--- config.mk ---
export PLATFORM = sky130hd
export DESIGN_NAME = ecc_mem_wrap
export DESIGN_NICKNAME = d
export VERILOG_FILES = /design/src/rtl/ecc_pkg.sv /design/src/rtl/ecc_encode.sv /design/src/rtl/ecc_decode.sv /design/src/rtl/ecc_byte_merge.sv /design/src/rtl/ecc_burst_ctrl.sv /design/src/rtl/ecc_mem_wrap.sv
export SDC_FILE = /design/constraint.sdc
export NUM_CORES = 1
export LEC_CHECK = 0
export CORE_MARGIN = 2
export CORE_UTILIZATION = 56
export CTS_BUF_LIST = sky130_fd_sc_hd__clkbuf_2
export DETAILED_ROUTE_END_ITERATION = 12
export GPL_ROUTABILITY_DRIVEN = 0
export HOLD_SLACK_MARGIN = 0.15
export PLACE_DENSITY = 0.89
export SKIP_LAST_GASP = 1
export SYNTH_ARGS = -nofsm -noshare
export SYNTH_HDL_FRONTEND = slang
export SYNTH_HIERARCHICAL = 1
export SYNTH_SLANG_ARGS = --single-unit
--- constraint.sdc ---
create_clock -name clk -period 12.5 [get_ports clk]
set_clock_uncertainty 0.15 [all_clocks]
set_input_delay 1.25 -clock clk [delete_from_list [all_inputs] [get_ports clk]]
set_output_delay 1.25 -clock clk [all_outputs]
set_load 0.01 [all_outputs]
--- src/rtl/ecc_pkg.sv ---
// Package: shared constants, the controller state type and the SECDED code
// functions. Assumes a 64-bit quadword with 7 Hamming bits placed at the
// power-of-two positions 1..64 of a 71-position codeword, plus one overall
// parity bit stored in bit 71 of the memory word.
package ecc_pkg;

    localparam int DW = 64;           // data bits per quadword
    localparam int HW = 7;            // Hamming check bits
    localparam int CW = HW + 1;       // stored check bits
    localparam int WW = DW + CW;      // stored word width
    localparam int NB = DW / 8;       // bytes per quadword
    localparam int LASTPOS = DW + HW; // highest codeword position

    typedef enum logic [1:0] {
        ST_IDLE  = 2'd0,
        ST_READ  = 2'd1,
        ST_WDATA = 2'd2,
        ST_MERGE = 2'd3
    } ctl_state_t;

    // Codeword position of data bit idx: the idx-th non-power-of-two position.
    function automatic int ecc_pos(input int idx);
        int k;
        int r;
        k = 0;
        r = 0;
        for (int p = 1; p <= LASTPOS; p++) begin
            if ((p & (p - 1)) != 0) begin
                if (k == idx) r = p;
                k++;
            end
        end
        return r;
    endfunction

    // Check byte: Hamming bits are the XOR of positions of set data bits,
    // the top bit makes the whole stored word even in parity.
    function automatic logic [CW-1:0] ecc_gen(input logic [DW-1:0] d);
        logic [HW-1:0] c;
        int k;
        c = '0;
        k = 0;
        for (int p = 1; p <= LASTPOS; p++) begin
            if ((p & (p - 1)) != 0) begin
                if (d[k[5:0]]) c = c ^ p[HW-1:0];
                k++;
            end
        end
        return {^{d, c}, c};
    endfunction

endpackage

--- src/rtl/ecc_encode.sv ---
// Module: ecc_encode
// Purpose: forms the 72-bit stored word from a 64-bit quadword.
// Assumes: purely combinational; layout is {check byte, data}.
module ecc_encode
    import ecc_pkg::*;
(
    input  logic [DW-1:0] data_in,
    output logic [WW-1:0] word_out
);

    // Append the generated check byte above the unchanged data.
    always_comb begin
        word_out = {ecc_gen(data_in), data_in};
    end

endmodule

--- src/rtl/ecc_decode.sv ---
// Module: ecc_decode
// Purpose: checks a stored word, repairs one flipped bit and classifies it.
// Assumes: combinational; word layout as produced by ecc_encode. A nonzero
// syndrome with even overall parity, or a syndrome pointing past the last
// codeword position, is treated as uncorrectable.
module ecc_decode
    import ecc_pkg::*;
(
    input  logic [WW-1:0] word_in,
    output logic [DW-1:0] data_out,
    output logic          err_single,
    output logic          err_double
);

    logic [CW-1:0] regen;
    logic [HW-1:0] syn;
    logic          par_odd;
    logic          syn_zero;
    logic          syn_range;
    logic [DW-1:0] flip;

    // Regenerate the check byte from the fetched data.
    always_comb begin
        regen = ecc_gen(word_in[DW-1:0]);
    end

    // Syndrome and overall parity of the stored word.
    always_comb begin
        syn       = regen[HW-1:0] ^ word_in[DW+HW-1:DW];
        par_odd   = ^word_in;
        syn_zero  = (syn == '0);
        syn_range = (int'(syn) <= LASTPOS);
    end

    // Classify the error from syndrome and parity.
    always_comb begin
        err_single = par_odd && syn_range;
        err_double = (!par_odd && !syn_zero) || (par_odd && !syn_range);
    end

    // One flip enable per data bit, matched against its codeword position.
    for (genvar i = 0; i < DW; i++) begin : g_fix
        localparam int POS = ecc_pos(i);
        assign flip[i] = err_single && (syn == POS[HW-1:0]);
    end

    // Repaired data out.
    always_comb begin
        data_out = word_in[DW-1:0] ^ flip;
    end

endmodule

--- src/rtl/ecc_byte_merge.sv ---
// Module: ecc_byte_merge
// Purpose: combines new bytes into an old quadword under a byte mask.
// Assumes: mask bit b selects byte b of the new quadword.
module ecc_byte_merge
    import ecc_pkg::*;
(
    input  logic [DW-1:0] old_data,
    input  logic [DW-1:0] new_data,
    input  logic [NB-1:0] byte_en,
    output logic [DW-1:0] merged
);

    for (genvar b = 0; b < NB; b++) begin : g_byte
        assign merged[8*b +: 8] = byte_en[b] ? new_data[8*b +: 8] : old_data[8*b +: 8];
    end

endmodule

--- src/rtl/ecc_burst_ctrl.sv ---
// Module: ecc_burst_ctrl
// Purpose: walks a burst one quadword at a time and drives the memory strobes.
// Assumes: memory reads return data in the cycle after the strobe; a partial
// beat takes two cycles (read, then merge-write), a full beat takes one.
module ecc_burst_ctrl
    import ecc_pkg::*;
#(
    parameter int AW = 10,
    parameter int LW = 4
) (
    input  logic          clk,
    input  logic          rst_n,
    input  logic          cmd_valid,
    input  logic          cmd_write,
    input  logic [AW-1:0] cmd_addr,
    input  logic [LW-1:0] cmd_len,
    output logic          cmd_ready,
    input  logic          wd_valid,
    input  logic          wd_full,
    output logic          wd_ready,
    input  logic          rmw_bad,
    output logic          mem_en,
    output logic          mem_we,
    output logic [AW-1:0] mem_addr,
    output logic          sel_merge,
    output logic          hold_load,
    output logic          rd_issue,
    output logic          rmw_abort
);

    ctl_state_t    st_q, st_d;
    logic [AW-1:0] addr_q, addr_d;
    logic [LW-1:0] left_q, left_d;
    logic          step;

    // State, current address and remaining beat count.
    always_ff @(posedge clk) begin
        if (!rst_n) begin
            st_q   <= ST_IDLE;
            addr_q <= '0;
            left_q <= '0;
        end else begin
            st_q   <= st_d;
            addr_q <= addr_d;
            left_q <= left_d;
        end
    end

    // Next-state logic and per-state strobes.
    always_comb begin
        st_d      = st_q;
        addr_d    = addr_q;
        left_d    = left_q;
        cmd_ready = 1'b0;
        wd_ready  = 1'b0;
        mem_en    = 1'b0;
        mem_we    = 1'b0;
        sel_merge = 1'b0;
        hold_load = 1'b0;
        rmw_abort = 1'b0;
        step      = 1'b0;
        case (st_q)
            ST_IDLE: begin
                cmd_ready = 1'b1;
                if (cmd_valid) begin
                    addr_d = cmd_addr;
                    left_d = cmd_len;
                    st_d   = cmd_write ? ST_WDATA : ST_READ;
                end
            end
            ST_READ: begin
                mem_en = 1'b1;
                step   = 1'b1;
            end
            ST_WDATA: begin
                wd_ready = 1'b1;
                if (wd_valid) begin
                    mem_en = 1'b1;
                    if (wd_full) begin
                        mem_we = 1'b1;
                        step   = 1'b1;
                    end else begin
                        hold_load = 1'b1;
                        st_d      = ST_MERGE;
                    end
                end
            end
            ST_MERGE: begin
                sel_merge = 1'b1;
                mem_en    = !rmw_bad;
                mem_we    = !rmw_bad;
                rmw_abort = rmw_bad;
                step      = 1'b1;
            end
            default: st_d = ST_IDLE;
        endcase
        if (step) begin
            if (left_q == '0) begin
                st_d = ST_IDLE;
            end else begin
                addr_d = addr_q + AW'(1);
                left_d = left_q - LW'(1);
                if (st_q != ST_READ) st_d = ST_WDATA;
            end
        end
    end

    // Address and read-issue indication to the datapath.
    always_comb begin
        mem_addr = addr_q;
        rd_issue = (st_q == ST_READ);
    end

endmodule

--- src/rtl/ecc_mem_wrap.sv ---
// Module: ecc_mem_wrap
// Purpose: SECDED-protected burst access to a 72-bit synchronous memory,
// with byte-masked writes turned into read-modify-write sequences.
// Assumes: the memory returns read data one cycle after mem_en with mem_we
// low; responses cannot be stalled; err_sticky clears only on reset.
module ecc_mem_wrap
    import ecc_pkg::*;
#(
    parameter int AW        = 10,
    parameter int MAX_BURST = 16,
    parameter int LW        = $clog2(MAX_BURST)
) (
    input  logic          clk,
    input  logic          rst_n,
    input  logic          cmd_valid,
    output logic          cmd_ready,
    input  logic          cmd_write,
    input  logic [AW-1:0] cmd_addr,
    input  logic [LW-1:0] cmd_len,
    input  logic          wd_valid,
    output logic          wd_ready,
    input  logic [63:0]   wd_data,
    input  logic [7:0]    wd_mask,
    output logic          rsp_valid,
    output logic [63:0]   rsp_data,
    output logic          rsp_fixed,
    output logic          rsp_bad,
    output logic          mem_en,
    output logic          mem_we,
    output logic [AW-1:0] mem_addr,
    output logic [71:0]   mem_wdata,
    input  logic [71:0]   mem_rdata,
    output logic          err_sticky,
    output logic [AW-1:0] err_addr
);

    logic          wd_full;
    logic          sel_merge;
    logic          hold_load;
    logic          rd_issue;
    logic          rmw_abort;
    logic          dec_single;
    logic          dec_double;
    logic [DW-1:0] dec_data;
    logic [DW-1:0] merged;
    logic [DW-1:0] enc_in;
    logic [DW-1:0] hold_data;
    logic [NB-1:0] hold_mask;
    logic          rd_pend_q;
    logic [AW-1:0] rd_addr_q;

    // A beat with every byte enabled skips the read phase.
    always_comb begin
        wd_full = (wd_mask == '1);
    end

    ecc_burst_ctrl #(
        .AW (AW),
        .LW (LW)
    ) u_ctrl (
        .clk       (clk),
        .rst_n     (rst_n),
        .cmd_valid (cmd_valid),
        .cmd_write (cmd_write),
        .cmd_addr  (cmd_addr),
        .cmd_len   (cmd_len),
        .cmd_ready (cmd_ready),
        .wd_valid  (wd_valid),
        .wd_full   (wd_full),
        .wd_ready  (wd_ready),
        .rmw_bad   (dec_double),
        .mem_en    (mem_en),
        .mem_we    (mem_we),
        .mem_addr  (mem_addr),
        .sel_merge (sel_merge),
        .hold_load (hold_load),
        .rd_issue  (rd_issue),
        .rmw_abort (rmw_abort)
    );

    ecc_decode u_dec (
        .word_in    (mem_rdata),
        .data_out   (dec_data),
        .err_single (dec_single),
        .err_double (dec_double)
    );

    ecc_byte_merge u_merge (
        .old_data (dec_data),
        .new_data (hold_data),
        .byte_en  (hold_mask),
        .merged   (merged)
    );

    // Encoder source: merged word in the merge cycle, fresh beat otherwise.
    always_comb begin
        enc_in = sel_merge ? merged : wd_data;
    end

    ecc_encode u_enc (
        .data_in  (enc_in),
        .word_out (mem_wdata)
    );

    // Hold a partial beat while its old quadword is fetched.
    always_ff @(posedge clk) begin
        if (!rst_n) begin
            hold_data <= '0;
            hold_mask <= '0;
        end else if (hold_load) begin
            hold_data <= wd_data;
            hold_mask <= wd_mask;
        end
    end

    // Track which cycle's memory data belongs to a read burst.
    always_ff @(posedge clk) begin
        if (!rst_n) begin
            rd_pend_q <= 1'b0;
            rd_addr_q <= '0;
        end else begin
            rd_pend_q <= rd_issue;
            rd_addr_q <= mem_addr;
        end
    end

    // Register the corrected read response.
    always_ff @(posedge clk) begin
        if (!rst_n) begin
            rsp_valid <= 1'b0;
            rsp_data  <= '0;
            rsp_fixed <= 1'b0;
            rsp_bad   <= 1'b0;
        end else begin
            rsp_valid <= rd_pend_q;
            rsp_data  <= dec_data;
            rsp_fixed <= rd_pend_q && dec_single;
            rsp_bad   <= rd_pend_q && dec_double;
        end
    end

    // Sticky record of the latest uncorrectable error address.
    always_ff @(posedge clk) begin
        if (!rst_n) begin
            err_sticky <= 1'b0;
            err_addr   <= '0;
        end else if (rd_pend_q && dec_double) begin
            err_sticky <= 1'b1;
            err_addr   <= rd_addr_q;
        end else if (rmw_abort) begin
            err_sticky <= 1'b1;
            err_addr   <= mem_addr;
        end
    end

endmodule

==> results of run 1 <==
==> metal layers <==
metal / vias to the layer above / wire length [um] / GRT usage (%)
met5: - / 0 / 0
met4: 0 / 1150 / 10.1
met3: 69 / 3100 / 6.90
met2: 496 / 19700 / 53.7
met1: 4900 / 17400 / 40.8
li1: 4536 / - / -
==> cells by family (layout without fill, tap and decap cells) <==
logic type | count (synthesis) | count (layout) | synth area share (%)
AO/OA/AOI/OAI | 64 | 64 | 3.60
XOR/XNOR | 297 | 297 | 26.6
multiplexers | 215 | 215 | 19.4
AND/OR/NAND/NOR | 315 | 315 | 16.3
other | 0 | 3 | 0
buffers and inverters | 138 | 372 | 7.55
flip-flops | 177 | 177 | 26.4
adder cells (fa/ha/maj) | 2 | 2 | 0.186
==> worst max-delay path, stage by stage <==
cell and delay [ps]:
clkdlybuf4s50_1 540, xor2_1 250, xnor3_1 530, xnor3_1 490
xor3_1 410, nor2b_1 780, nand2_1 400, nor4_2 360
xor2_1 150, mux2_4 280, mux2_2 320, xnor2_1 410
xnor2_1 270, xnor3_2 430, xnor3_2 420, xnor2_2 190
xnor3_1 380, clkdlybuf4s50_1 510
==> power breakdown <==
| part | internal [mW] | total (mW) | switching [mW] |
|---|---|---|---|
| registers | 0.611 | 0.643 | 0.0317 |
| logic | 1.05 | 2.33 | 1.28 |
| clock network | 0.0623 | 0.306 | 0.244 |
| total | 1.73 | 3.28 | 1.56 |
==> cells in the final DEF, fill, tap and decap left out, types with 8 or more instances in the layout <==
cell type,netlist,final
clkbuf_2,0,17
xnor2_2,10,10
nor2_1,17,17
o211a_1,10,10
mux2_2,65,65
and2_1,85,84
xnor3_1,52,52
xnor2_1,143,143
a21oi_1,8,8
nor3_1,18,17
nand4b_1,17,17
nor4_2,13,13
dfxtp_1,177,177
mux2_4,74,74
nor4b_2,13,13
clkdlybuf4s50_1,0,325
xor2_1,80,79
nand2_1,18,18
nor3_2,8,9
inv_1,8,8
mux2i_1,75,75
nand3b_1,10,10
nor2b_1,76,76
buf_4,72,8
==> synth_stat cells (3+ instances only) <==
cell type / n / area, um2
dfxtp_1: 177 / 3540
xnor2_1: 143 / 1250
and2_1: 85 / 532
xor2_1: 80 / 701
nor2b_1: 76 / 475
mux2i_1: 75 / 751
mux2_4: 74 / 1110
buf_4: 72 / 541
mux2_2: 65 / 732
xnor3_1: 52 / 1170
buf_6: 29 / 327
clkbuf_1: 20 / 75.1
nand2_1: 18 / 67.6
nor3_1: 18 / 90.1
nand4b_1: 17 / 149
nor2_1: 17 / 63.8
nor4_2: 13 / 163
nor4b_2: 13 / 195
nand3b_1: 10 / 75.1
o211a_1: 10 / 100
xnor2_2: 10 / 163
a21oi_1: 8 / 40.0
inv_1: 8 / 30.0
nor3_2: 8 / 80.1
buf_2: 7 / 35.0
nand3_1: 7 / 35.0
o21ai_0: 7 / 35.0
xnor3_2: 7 / 166
a211oi_1: 6 / 45.0
and3_1: 6 / 37.5
a32oi_1: 5 / 43.8
o21ai_1: 5 / 25.0
nor3_4: 4 / 65.1
nor4_1: 4 / 25.0
o211ai_1: 4 / 30.0
a31oi_1: 3 / 18.8
nand2b_1: 3 / 18.8
nand4_1: 3 / 18.8
nor2_2: 3 / 18.8
o21ai_2: 3 / 26.3
o311ai_0: 3 / 26.3
==> layout make-up <==
cell class	instances	area, um2
repair buffers	333	3310
inverters	8	30.0
clock inverters	14	143
flip-flops and latches	177	3540
well taps	319	399
clock buffers	17	85.1
fillers	1796	7110
multi-input cells	893	8910
diodes	3	7.51
==> path summary, 6_finish.rpt <==
| path | startpoint | to | slack, ps |
|---|---|---|---|
| max reg2reg | flip-flop | hold_data[53] | 9630 |
| max | mem_rdata[51] | mem_wdata[71] | 2690 |
| min | hold_data[9] | hold_data[9] | 390 |
| min reg2reg | hold_data[9] | hold_data[9] | 390 |
==> state kept, by name, summed over array words and instances (netlist names), named ones only <==
signal,cells
hold_data,64
rsp_data,64
err_addr,10
rd_addr_q,10
u_ctrl/mem_addr,10
hold_mask,8
u_ctrl/left_q,4
err_sticky,1
rd_pend_q,1
rsp_bad,1
rsp_fixed,1
rsp_valid,1
==> summary.txt, run 1 <==
Outcome
  • Status: finished, final reports clean

STA
  • Worst relative slew slack: 24.0%
  • Max Clk Rate: 102 MHz
  • Period utilisation layout: 78.5%
  • Final Hold Fails: 0
  • Tmin final: 9810 ps
  • Setup ws final: 2690 ps
  • Final setup viols: 0
  • Actual slew at the worst max-slew pin: 1140 ps
  • Hold slack: 395 ps
  • RSZ-0062 raised after global routing: false
  • Setup TNS: 0 ps
  • Fin. max-slew vios: 0

Drt
  • DRT antenna net count: 0
  • Drt pass-1 iters: 5
  • Via count: 10000
  • WL/cell: 23.4 um
  • Vias per cell: 5.67
  • Post-route DRC: 0
  • Iteration-0 DRC Markers: 720
  • Final WL: 41.3 mm

Min path
  • Hold path depth: 2
  • HP Class: flip-flop to flip-flop

Logic synthesis
  • Synth Cell Area: 0.0134 mm2
  • EDFF count, synth: 0
  • Synth unique cells: 65
  • Synthesized Nets: 1373
  • Sequential fraction of the synthesis area: 26.4%
  • Asr flop ratio synth: 0%
  • Ys flop type: dfxtp_1
  • Mean Syn Cell Area: 11.1 um2
  • Yosys Warn Count: 6
  • Cells after synthesis: 1208
  • Seq cells post-synth: 177

Clock network
  • Worst-Skew Late Latency: 800 ps
  • Post-CTS setup buffer count: 0
  • Worst-path clk slew: 300 ps
  • CTS H-tree lvls: 4
  • Hold_buf cts: 0
  • CTS root buf: clkbuf_2
  • CTS tree: done
  • Total CTS buffers: 17
  • PostCTS Resize Cnt: 0
  • CTS sink cnt: 177
  • Clk buf depth: 2

GRT
  • Global-route wire length before repair: 61.8 mm
  • Largest net degree at the start of global routing: 91
  • Number of global-route vias before repair: 10200
  • GRT Total Usage: 31.8%
  • Antenna violations before repair: 3
  • Grt total ovfl: 0

Setup path
  • Crit-path max FO: 12
  • Critical path class: primary input to output port
  • Setup crit start kind: primary input
  • WP data arrival: 8410 ps
  • Register-to-Register Path Depth: 6
  • Critical path capture point type: output port
  • CP Data Required Time: 11100 ps

Pwr
  • Pwr Density: 200 mW/mm2
  • P_leak: 6.34 nW
  • IR drop worst, VDD: 0.345 mV
  • Total power: 3.28 mW

Finish
  • Post-Route Utilization: 69.8%
  • Final Instance Area: 0.0164 mm2
  • Layout cells sized above 1: 17.5%
  • Cell Count, Final, Fillers Out: 1764
  • Nets@finish: 1595
  • Post-synthesis to final-layout area growth: 22.3%

Die
  • Die Height: 159 um
  • DIE AREA: 0.0253 mm2
  • Starting density of the core: 57.1%
  • Die Wd: 159 um
  • Ports: 327
  • Core area: 0.0235 mm2
  • Number of core rows: 56

Placed design
  • Cell Area, Placed: 0.0162 mm2
  • Detailed placer's ending HPWL: 32.5 mm
  • Placed Cells: 1730
  • Dpl ws: 2900 ps
  • IO buf count: 326

Flow run
  • MaxCap Viol Count: 0
(Power assumes the default switching activity.)
==> run 2: changes to the inputs <==
Settings changed: CORE_UTILIZATION 56 to 47, PLACE_DENSITY 0.89 to 0.8.
Clock period 12.5 ns to 8.77 ns, I/O delays scaled along.
==> summary.txt, run 2 (same netlist as run 1, synthesis figures left out) <==
Setup path
  • Setup crit start kind: primary input (unchanged)
  • Cell Chain, Critical Path: clkdlybuf4s50_1, xor2_1, xnor2_1, xnor3_1, xnor2_2, xnor3_2, xnor2_4, buf_12, nor4_4, xor2_2, mux2_4, mux2_2, xnor2_2, xnor3_2, xnor3_1, xnor3_2, xnor2_2, xnor3_1, clkdlybuf4s50_1 (was clkdlybuf4s50_1, xor2_1, xnor3_1, xnor3_1, xor3_1, nor2b_1, nand2_1, nor4_2, xor2_1, mux2_4, mux2_2, xnor2_1, xnor2_1, xnor3_2, xnor3_2, xnor2_2, xnor3_1, clkdlybuf4s50_1)
  • CP Data Required Time: 7740 ps (was 11100 ps)
  • Register-to-Register Path Depth: 6 (unchanged)
  • Critical path capture point type: output port (unchanged)
  • Critical path class: primary input to output port (unchanged)
  • Critical Path Max Stage Delay: 660 ps (was 780 ps)
  • Crit-path slowest cell: clkdlybuf4s50_1 (was nor2b_1)
  • Crit-path max FO: 13 (was 12)
  • WP data arrival: 7600 ps (was 8410 ps)

Placed design
  • IO buf count: 326 (unchanged)
  • Detailed placer's ending HPWL: 33.8 mm (was 32.5 mm)
  • Cell Area, Placed: 0.0165 mm2 (was 0.0162 mm2)
  • Placed Cells: 1813 (was 1730)

STA
  • Period utilisation layout: 98.3%
  • RSZ-0062 raised after global routing: false (unchanged)
  • Final setup viols: 0 (unchanged)
  • Worst relative slew slack: 23.0% (was 24.0%)
  • Actual slew at the worst max-slew pin: 1150 ps (was 1140 ps)
  • Setup TNS: 0 ps (unchanged)
  • Fin. max-slew vios: 0 (unchanged)
  • Max Clk Rate: 116 MHz
  • Final Hold Fails: 0 (unchanged)
  • Tmin final: 8620 ps

Drt
  • Drt pass-1 iters: 5 (unchanged)
  • Vias per cell: 5.41 (was 5.67)
  • Iteration-0 DRC Markers: 745 (was 720)
  • WL/cell: 23.0 um (was 23.4 um)
  • Post-route DRC: 0 (unchanged)
  • DRT antenna net count: 0 (unchanged)
  • Via count: 9984 (was 10000)
  • Final WL: 42.5 mm (was 41.3 mm)

Min path
  • HP Class: primary input to flip-flop (was flip-flop to flip-flop)
  • Hold path depth: 2 (unchanged)

GRT
  • Largest net degree at the start of global routing: 100 (was 91)
  • Number of global-route vias before repair: 10100 (was 10200)
  • Grt total ovfl: 0 (unchanged)
  • Antenna violations before repair: 3 (unchanged)
  • Global-route wire length before repair: 62.6 mm (was 61.8 mm)
  • GRT Total Usage: 27.6% (was 31.8%)

Clock network
  • CTS root buf: clkbuf_2 (unchanged)
  • CTS H-tree lvls: 4 (unchanged)
  • Worst-path clk slew: 370 ps (was 300 ps)
  • Hold_buf cts: 0 (unchanged)
  • Post-CTS setup buffer count: 0 (unchanged)
  • CTS sink cnt: 177 (unchanged)
  • PostCTS Resize Cnt: 0 (unchanged)
  • CTS tree: done (unchanged)
  • Clk buf depth: 2 (unchanged)
  • Worst-Skew Late Latency: 820 ps (was 800 ps)
  • Total CTS buffers: 17 (unchanged)

Pwr
  • IR drop worst, VDD: 0.391 mV (was 0.345 mV)
  • Clock Power Share: 10.1% (was 9.3%)
  • Int Power: 2.70 mW (was 1.73 mW)
  • Gate power share: 71.6% (was 71.1%)
  • Pwr Density: 298 mW/mm2 (was 200 mW/mm2)
  • P_leak: 6.50 nW (was 6.34 nW)
  • Sw frac: 46.0% (was 47.4%)
  • Proportion of power drawn by flip-flops and latches: 18.3% (was 19.6%)
  • Psw: 2.30 mW (was 1.56 mW)

Flow run
  • MaxCap Viol Count: 0 (unchanged)

Die
  • Core area: 0.0279 mm2 (was 0.0235 mm2)
  • Number of core rows: 61 (was 56)
  • Die Height: 173 um (was 159 um)
  • Die Wd: 173 um (was 159 um)
  • DIE AREA: 0.0300 mm2 (was 0.0253 mm2)
  • Ports: 327 (unchanged)
  • Starting density of the core: 48.1% (was 57.1%)

Finish
  • Fillers: 2379 (was 1796)
  • Nets@finish: 1619 (was 1595)
  • Cell Count, Final, Fillers Out: 1846 (was 1764)
  • Most frequent cells in the layout: clkdlybuf4s50_1 (325), dfxtp_1 (177), xnor2_1 (143), and2_1 (84), xor2_1 (78) (was clkdlybuf4s50_1 (325), dfxtp_1 (177), xnor2_1 (143), and2_1 (84), xor2_1 (79))
  • Largest regs: hold_data x64, rsp_data x64 (unchanged)
  • Commonest non-fill, non-tap cell in the layout: clkdlybuf4s50_1 (unchanged)
  • Layout cells sized above 1: 19.2% (was 17.5%)
  • Post-synthesis to final-layout area growth: 25.0% (was 22.3%)
  • Final Instance Area: 0.0168 mm2 (was 0.0164 mm2)

Outcome
  • Status: finished, final reports clean (unchanged)
[run 2: changes by cell type in the layout (fill, tap and decap cells not counted), moves of 2 or more]
cell / delta
buf_4: +23
clkinv_8: +5
clkinvlp_4: -3
diode_2: -2
inv_6: -3
nor3_1: -2
nor3_2: +2
[run 2: per-layer routing]
metal	track usage [%]	vias to the layer above	wire length [um]
li1	-	4578	-
met1	36.0	4868	18200
met2	44.4	465	19500
met3	7.06	69	3490
met4	9.85	4	1350
met5	0	-	24
[run 2: final timing paths]
check	slack, ps	end	start
setup / recovery	150	mem_wdata[71]	mem_rdata[44]
hold reg to reg	380	err_sticky	err_sticky
setup reg to reg	5910	hold_data[13]	flip-flop
hold / removal	370	u_ctrl/mem_addr[9]	rst_n
[run 2: layout make-up]
cell class	instances	area [um2]	share of cell area [%]
antenna	1	2.50	0.0149
inverter	8	30.0	0.179
sequential	177	3540	21.1
clock buffer	17	85.1	0.507
timing repair buffer	357	3510	20.9
clock inverter	15	214	1.27
tap	378	473	2.82
multi-input combinational	893	8940	53.2
[run 2: stage by stage]
| stage | worst slack (ps) | util, % | total power [mW] | hold WS, ps |
|---|---|---|---|---|
| floorplan | 2000 | - | 3.29 | 333 |
| global placement | 106 | 58.9 | 4.39 | 323 |
| detailed placement | 30.7 | 58.9 | 4.43 | 325 |
| CTS | 25.0 | 60.0 | 4.95 | 314 |
| global route | 5.16 | 60.1 | 5.20 | 323 |
| finish | 146 | 60.1 | 5.01 | 365 |
[run 2: power by group through the flow]
stage | Clock (mW) | Sequential (mW) | Combinational, mW
2_1_floorplan | 0 | 0.935 | 2.35
3_3_place_gp | 0 | 0.928 | 3.46
3_5_place_dp | 0 | 0.929 | 3.50
4_1_cts | 0.516 | 0.916 | 3.52
5_1_grt | 0.541 | 0.924 | 3.74
6_report | 0.505 | 0.916 | 3.59
[run 2: critical path, delay by kind of cell]
family / cells / cell delay, ps
buffers and inverters: 3 / 1470
and+or+nand+nor: 1 / 400
muxes: 2 / 620
xor gates and xnor gates: 13 / 4200
